[src/rtl/refsched_pkg.sv]
package refsched_pkg;
  function automatic int unsigned interval_len(input logic [1:0] code, input int unsigned base);
    return base << code;
  endfunction
endpackage

[src/rtl/refresh_timer.sv]
module refresh_timer import refsched_pkg::*; #(
  parameter int unsigned BASE  = 10,
  parameter int unsigned CFG_W = 2
) (
  input  logic             clk_i,
  input  logic             rst_ni,
  input  logic [CFG_W-1:0] code_i,
  output logic             tick_o
);
  localparam int unsigned MAX_LEN = BASE << ((1 << CFG_W) - 1);
  localparam int unsigned CNT_W   = $clog2(MAX_LEN);

  logic [CNT_W-1:0] cnt_q;
  logic [CFG_W-1:0] cur_q;
  logic             last;

  assign last   = (32'(cnt_q) == interval_len(cur_q, BASE) - 1);
  assign tick_o = last;

  always_ff @(posedge clk_i or negedge rst_ni) begin
    if (!rst_ni) begin
      cnt_q <= '0;
      cur_q <= '0;
    end else if (last) begin
      cnt_q <= '0;
      cur_q <= code_i; // new code applies at restart
    end else begin
      cnt_q <= cnt_q + CNT_W'(1);
    end
  end

  p_cnt_bound_r1: assert property (@(posedge clk_i) disable iff (!rst_ni)
    32'(cnt_q) < interval_len(cur_q, BASE));
  p_code_hold_r9: assert property (@(posedge clk_i) disable iff (!rst_ni)
    !last |=> $stable(cur_q));
endmodule

[src/rtl/refresh_seq.sv]
module refresh_seq #(
  parameter int unsigned REF_LEN = 3
) (
  input  logic clk_i,
  input  logic rst_ni,
  input  logic tick_i,
  input  logic mc_end_i,
  input  logic wait_i,
  input  logic bus_rel_i,
  input  logic sleep_i,
  output logic act_o,
  output logic done_o
);
  localparam int unsigned PH_W = (REF_LEN > 1) ? $clog2(REF_LEN) : 1;

  logic            pend_q, act_q, start;
  logic [PH_W-1:0] ph_q;

  assign start  = pend_q && mc_end_i && !wait_i && !bus_rel_i && !sleep_i && !act_q;
  assign done_o = act_q && (ph_q == PH_W'(REF_LEN - 1));
  assign act_o  = act_q;

  always_ff @(posedge clk_i or negedge rst_ni) begin
    if (!rst_ni)        pend_q <= 1'b0;
    else if (bus_rel_i) pend_q <= 1'b0;  // expiries dropped while bus is away
    else if (tick_i)    pend_q <= 1'b1;  // sleep latch: newest replaces older
    else if (start)     pend_q <= 1'b0;
  end

  always_ff @(posedge clk_i or negedge rst_ni) begin
    if (!rst_ni) begin
      act_q <= 1'b0;
      ph_q  <= '0;
    end else if (start) begin
      act_q <= 1'b1;
      ph_q  <= '0;
    end else if (done_o) begin
      act_q <= 1'b0;
    end else if (act_q) begin
      ph_q <= ph_q + PH_W'(1);
    end
  end

  p_start_grant_r4: assert property (@(posedge clk_i) disable iff (!rst_ni)
    $rose(act_q) |-> $past(mc_end_i && !wait_i && !bus_rel_i && !sleep_i));
  p_no_start_bus_r5: assert property (@(posedge clk_i) disable iff (!rst_ni)
    (bus_rel_i && !act_q) |=> !act_q);
  p_no_start_sleep_r6: assert property (@(posedge clk_i) disable iff (!rst_ni)
    (sleep_i && !act_q) |=> !act_q);
  p_no_start_wait_r7: assert property (@(posedge clk_i) disable iff (!rst_ni)
    (wait_i && !act_q) |=> !act_q);
  p_len_r3: assert property (@(posedge clk_i) disable iff (!rst_ni)
    (act_q && !done_o) |=> act_q);
endmodule

[src/rtl/refresh_row_ctr.sv]
module refresh_row_ctr #(
  parameter int unsigned ROW_W = 8
) (
  input  logic             clk_i,
  input  logic             rst_ni,
  input  logic             act_i,
  input  logic             done_i,
  output logic [ROW_W-1:0] row_o
);
  logic [ROW_W-1:0] row_q;

  always_ff @(posedge clk_i or negedge rst_ni) begin
    if (!rst_ni)     row_q <= '0;
    else if (done_i) row_q <= row_q + ROW_W'(1);
  end

  assign row_o = row_q;

  p_row_step_r8: assert property (@(posedge clk_i) disable iff (!rst_ni)
    $fell(act_i) |-> row_q == $past(row_q) + ROW_W'(1));
  p_row_stable_r8: assert property (@(posedge clk_i) disable iff (!rst_ni)
    (act_i && $past(act_i)) |-> $stable(row_q));
endmodule

[src/rtl/refresh_sched.sv]
module refresh_sched #(
  parameter int unsigned BASE    = 10,
  parameter int unsigned CFG_W   = 2,
  parameter int unsigned REF_LEN = 3,
  parameter int unsigned ROW_W   = 8
) (
  input  logic             clk_i,
  input  logic             rst_ni,
  input  logic             cfg_we_i,
  input  logic [CFG_W-1:0] cfg_wdata_i,
  output logic [CFG_W-1:0] cfg_rdata_o,
  input  logic             mc_end_i,
  input  logic             wait_i,
  input  logic             bus_rel_i,
  input  logic             sleep_i,
  output logic             rfsh_o,
  output logic             busy_o,
  output logic [ROW_W-1:0] row_o
);
  logic [CFG_W-1:0] code_q;
  logic             tick, act, done;

  always_ff @(posedge clk_i or negedge rst_ni) begin
    if (!rst_ni)       code_q <= '0;
    else if (cfg_we_i) code_q <= cfg_wdata_i;
  end

  refresh_timer #(.BASE(BASE), .CFG_W(CFG_W)) u_timer (
    .clk_i, .rst_ni, .code_i(code_q), .tick_o(tick)
  );

  refresh_seq #(.REF_LEN(REF_LEN)) u_seq (
    .clk_i, .rst_ni, .tick_i(tick), .mc_end_i, .wait_i, .bus_rel_i, .sleep_i,
    .act_o(act), .done_o(done)
  );

  refresh_row_ctr #(.ROW_W(ROW_W)) u_row (
    .clk_i, .rst_ni, .act_i(act), .done_i(done), .row_o
  );

  assign cfg_rdata_o = code_q;
  assign rfsh_o      = act;
  assign busy_o      = act;

  p_busy_match_r3: assert property (@(posedge clk_i) disable iff (!rst_ni)
    rfsh_o == busy_o);
  p_reset_code_r2: assert property (@(posedge clk_i) disable iff (!rst_ni)
    $rose(rst_ni) |-> code_q == '0);
endmodule

[config.mk]
export PLATFORM = sky130hd
export DESIGN_NAME = refresh_sched
export DESIGN_NICKNAME = d
export VERILOG_FILES = /design/src/rtl/refsched_pkg.sv /design/src/rtl/refresh_timer.sv /design/src/rtl/refresh_seq.sv /design/src/rtl/refresh_row_ctr.sv /design/src/rtl/refresh_sched.sv
export SDC_FILE = /design/constraint.sdc
export NUM_CORES = 1
export LEC_CHECK = 0
export BUFFER_PORTS_ARGS = -buffer_cell sky130_fd_sc_hd__buf_2
export CORE_AREA = 2 2 55 57
export CTS_BUF_LIST = sky130_fd_sc_hd__clkbuf_4
export CTS_CLUSTER_DIAMETER = 30
export DETAILED_ROUTE_END_ITERATION = 8
export DIE_AREA = 0 0 57 59
export HOLD_SLACK_MARGIN = 0.15
export PLACE_DENSITY_LB_ADDON = 0.1
export REMOVE_ABC_BUFFERS = 1
export SKIP_CTS_REPAIR_TIMING = 1
export SYNTH_ARGS = -nofsm -noshare
export SYNTH_HDL_FRONTEND = slang
export SYNTH_HIERARCHICAL = 1
export SYNTH_SLANG_ARGS = --single-unit
[constraint.sdc]
create_clock -name clk_i -period 2.9 [get_ports clk_i]
set_clock_uncertainty 0.05 [all_clocks]
set_input_delay 0.145 -clock clk_i [delete_from_list [all_inputs] [get_ports clk_i]]
set_output_delay 0.145 -clock clk_i [all_outputs]
set_load 0.03 [all_outputs]
==> out/qor.yml <==
worst_setup_path:
  critPathMaxStageDelay_ns: 0.48
  crit_family: "simple AND/OR/NAND/NOR gates"
  cp_max_fo: 8
  cp_num_buf_inv: 2
  cp.required_ns: 3.06
  rr_endpoint: "u_timer/cur_q[0]"
  r2r_start: "u_timer/cur_q[0]"
  worstPathCellList: "inv_1, ha_1, inv_1, ha_1, xor2_1, nand4_2, nor3_4, mux2_4"
  crit_type: "flip-flop to flip-flop"
  cp-start-kind: "flip-flop"
  worst_setup_path_end_kind: "flip-flop"
  slowest_stage: "dfrtp_1"
  rrSetupSlack_ns: 0.46
  crit_arrival_ns: 2.60
  ff2ff_path_depth: 8
cells_and_area:
  syn2layout_area_growth_pct: 20.0
  register_area_um2: 576
  drive_gt1_share_pct: 26.1
  fin_nets: 156
  fin_cells: 165
  fin_area_mm2: 0.00145
  diodes: 0
  multiInputGateArea_um2: 603
  nFillCells: 250
drt:
  ant_nets: 0
  drc: 0
  wl_um: 2050
  drt_first_pass_iters: 4
  avgRoutedWirePerCell_um: 12.4
  drt-initial-drc-count: 12
  vias: 798
  vias_per_cell: 4.84
floorplan:
  die_height_um: 59
  io_pins: 21
  dieArea_mm2: 0.00336
  row_count: 19
  start_util_pct: 44.6
  coreArea_mm2: 0.00271
  die_width_um: 57
clock_network:
  tritoncts: "built"
  clk_latency_ns: 0.31
  cts-root-buf: "clkbuf_4"
  clk_pin_slew_ns: 0.12
  numCtsBuffers: 3
  clock_sinks: 23
  clk_path_buf_depth: 2
  htreeDepth: 1
worst_hold_path:
  hold_path_depth: 4
  hold_path_end: "u_seq/pend_q"
  hold_path.startpoint: "wait_i"
  hold_class: "input port to flip-flop"
logic_synthesis:
  async_flop_share_pct: 100
  syn_inst: 103
  yosysWarningCount: 6
  ys_types: 26
  synth_enable_flop_cells: 0
  synth-main-ff-cell: "dfrtp_1"
  synth_area_mm2: 0.00121
  avgSynthCellArea_um2: 11.7
  ys_seq_area_share_pct: 47.6
  ys_ff_latch: 23
timing:
  worst_pin_slew_ns: 0.505
  fmax_mhz: 410
  finalCritPeriodShare_pct: 84.1
  relSlewSlack_pct: 66.4
  timing.final.hold_violations: 0
  rsz0062_at_grt: "false"
  setup_viol: 0
  drv_slew: 0
  fin_tns_setup_ns: 0
  period_minus_slack_ns: 2.44
  whs_ns: 0.161
global_routing:
  grt_max_degree: 24
  gr-total-overflow: 0
  antenna_found_initial: 0
  grt_use_total_pct: 14.0
  grt_pass1_wl_um: 3510
  grt_pass1_vias: 766
place:
  dpl.hpwl_um: 1490
  port_buffers: 20
  dpl.cell_count: 153
  place_congestion: 0.768
  placed_cell_area_mm2: 0.00134
run:
  maxCapViolations: 0
power:
  ir_drop_v: 0.000497
  p_leak_uw: 0.000712
  p_per_area_mw_per_mm2: 812
outcome:
  outcome: "complete, no violations"
cell type report:
class                      instances  share of cell area, %
sequential                        23                   39.7
tap                               31                   2.67
clock buffer                       4                   2.07
inverter                           6                   1.55
timing repair buffer              28                   12.4
multi-input combinational         73                   41.6
metrics by stage:
| step | utilization, % | power (uW) | setup WS (ns) |
|---|---|---|---|
| floorplan | - | 904 | 0.676 |
| global placement | 49.4 | 1010 | 0.543 |
| detailed placement | 49.4 | 1020 | 0.462 |
| CTS | 50.6 | 1190 | 0.431 |
| global route | 53.5 | 1280 | 0.309 |
| finish | 53.5 | 1180 | 0.460 |
synth_stat cells (2+ instances only):
library cell | count | area (um^2)
dfrtp_1 | 23 | 576
ha_1 | 12 | 150
xor2_1 | 10 | 87.6
nor2_1 | 9 | 33.8
xnor2_1 | 8 | 70.1
inv_1 | 6 | 22.5
nand3_1 | 4 | 20.0
mux2_2 | 3 | 33.8
nand2_1 | 3 | 11.3
nand4_1 | 3 | 18.8
and2_1 | 2 | 12.5
mux2_4 | 2 | 30.0
nand2b_1 | 2 | 12.5
nand4_2 | 2 | 25.0
o211ai_1 | 2 | 15.0
o21ai_1 | 2 | 10.0
sequential cells by signal, summed over array words and instances (netlist names):
name,cells
u_timer/cur_q,2
u_seq/ph_q,2
u_timer/cnt_q,7
u_row/row_o,8
u_seq/act_o,1
u_seq/pend_q,1
cfg_rdata_o,2
kinds of logic (layout without fill, tap and decap cells):
logic type / count (synthesis) / count (layout) / synth area share [%]
compound gates: 6 / 6 / 2.90
xor+xnor: 18 / 18 / 13.0
fa+ha+maj: 12 / 12 / 12.4
buf+inv: 7 / 38 / 2.48
flops: 23 / 23 / 47.6
mux: 5 / 5 / 5.28
simple gates: 32 / 32 / 16.3
cell usage in the layout, fill, tap and decap left out, types with 3 or more instances in the layout:
master,synthesis,layout
ha_1,12,12
mux2_2,3,3
xor2_1,10,10
nand3_1,4,4
inv_1,6,6
clkbuf_4,0,4
nand2_1,3,3
dlygate4sd3_1,0,8
dfrtp_1,23,23
buf_2,0,20
nor2_1,9,9
xnor2_1,8,8
nand4_1,3,3
worst min-delay path, stage by stage:
cell,delay [ns]
buf_2,0.08
or4b_4,0.13
a21oi_1,0.06
nor2_1,0.08
how the worst max path moves through the flow:
stage / startpoint / to / slack (ns) / cells past startpoint
2_1_floorplan: u_timer/cur_q[0] / u_timer/cur_q[0] / 0.68 / 8
3_3_place_gp: u_timer/cur_q[0] / u_timer/cur_q[1] / 0.54 / 8
3_5_place_dp: u_timer/cur_q[0] / u_timer/cur_q[0] / 0.46 / 8
4_1_cts: u_timer/cur_q[0] / u_timer/cur_q[0] / 0.43 / 8
5_1_grt: u_timer/cur_q[1] / u_timer/cur_q[1] / 0.31 / 8
6_report: u_timer/cur_q[0] / u_timer/cur_q[0] / 0.46 / 8
where the power goes:
| group | total (uW) | internal (uW) | switching (uW) |
|---|---|---|---|
| combinational | 528 | 252 | 276 |
| clock | 156 | 63.1 | 92.9 |
| sequential | 493 | 395 | 98.2 |
| total | 1180 | 710 | 467 |
routing by layer:
metal  GRT usage [%]  wire [um]  share of wire [%]
met1            18.0        960                 47
met2            22.0        963                 47
met3            4.59         84                4.1
met4            5.98         38                1.9
met5               0          0                  0
No activity file was read; power rests on OpenSTA's default activity.
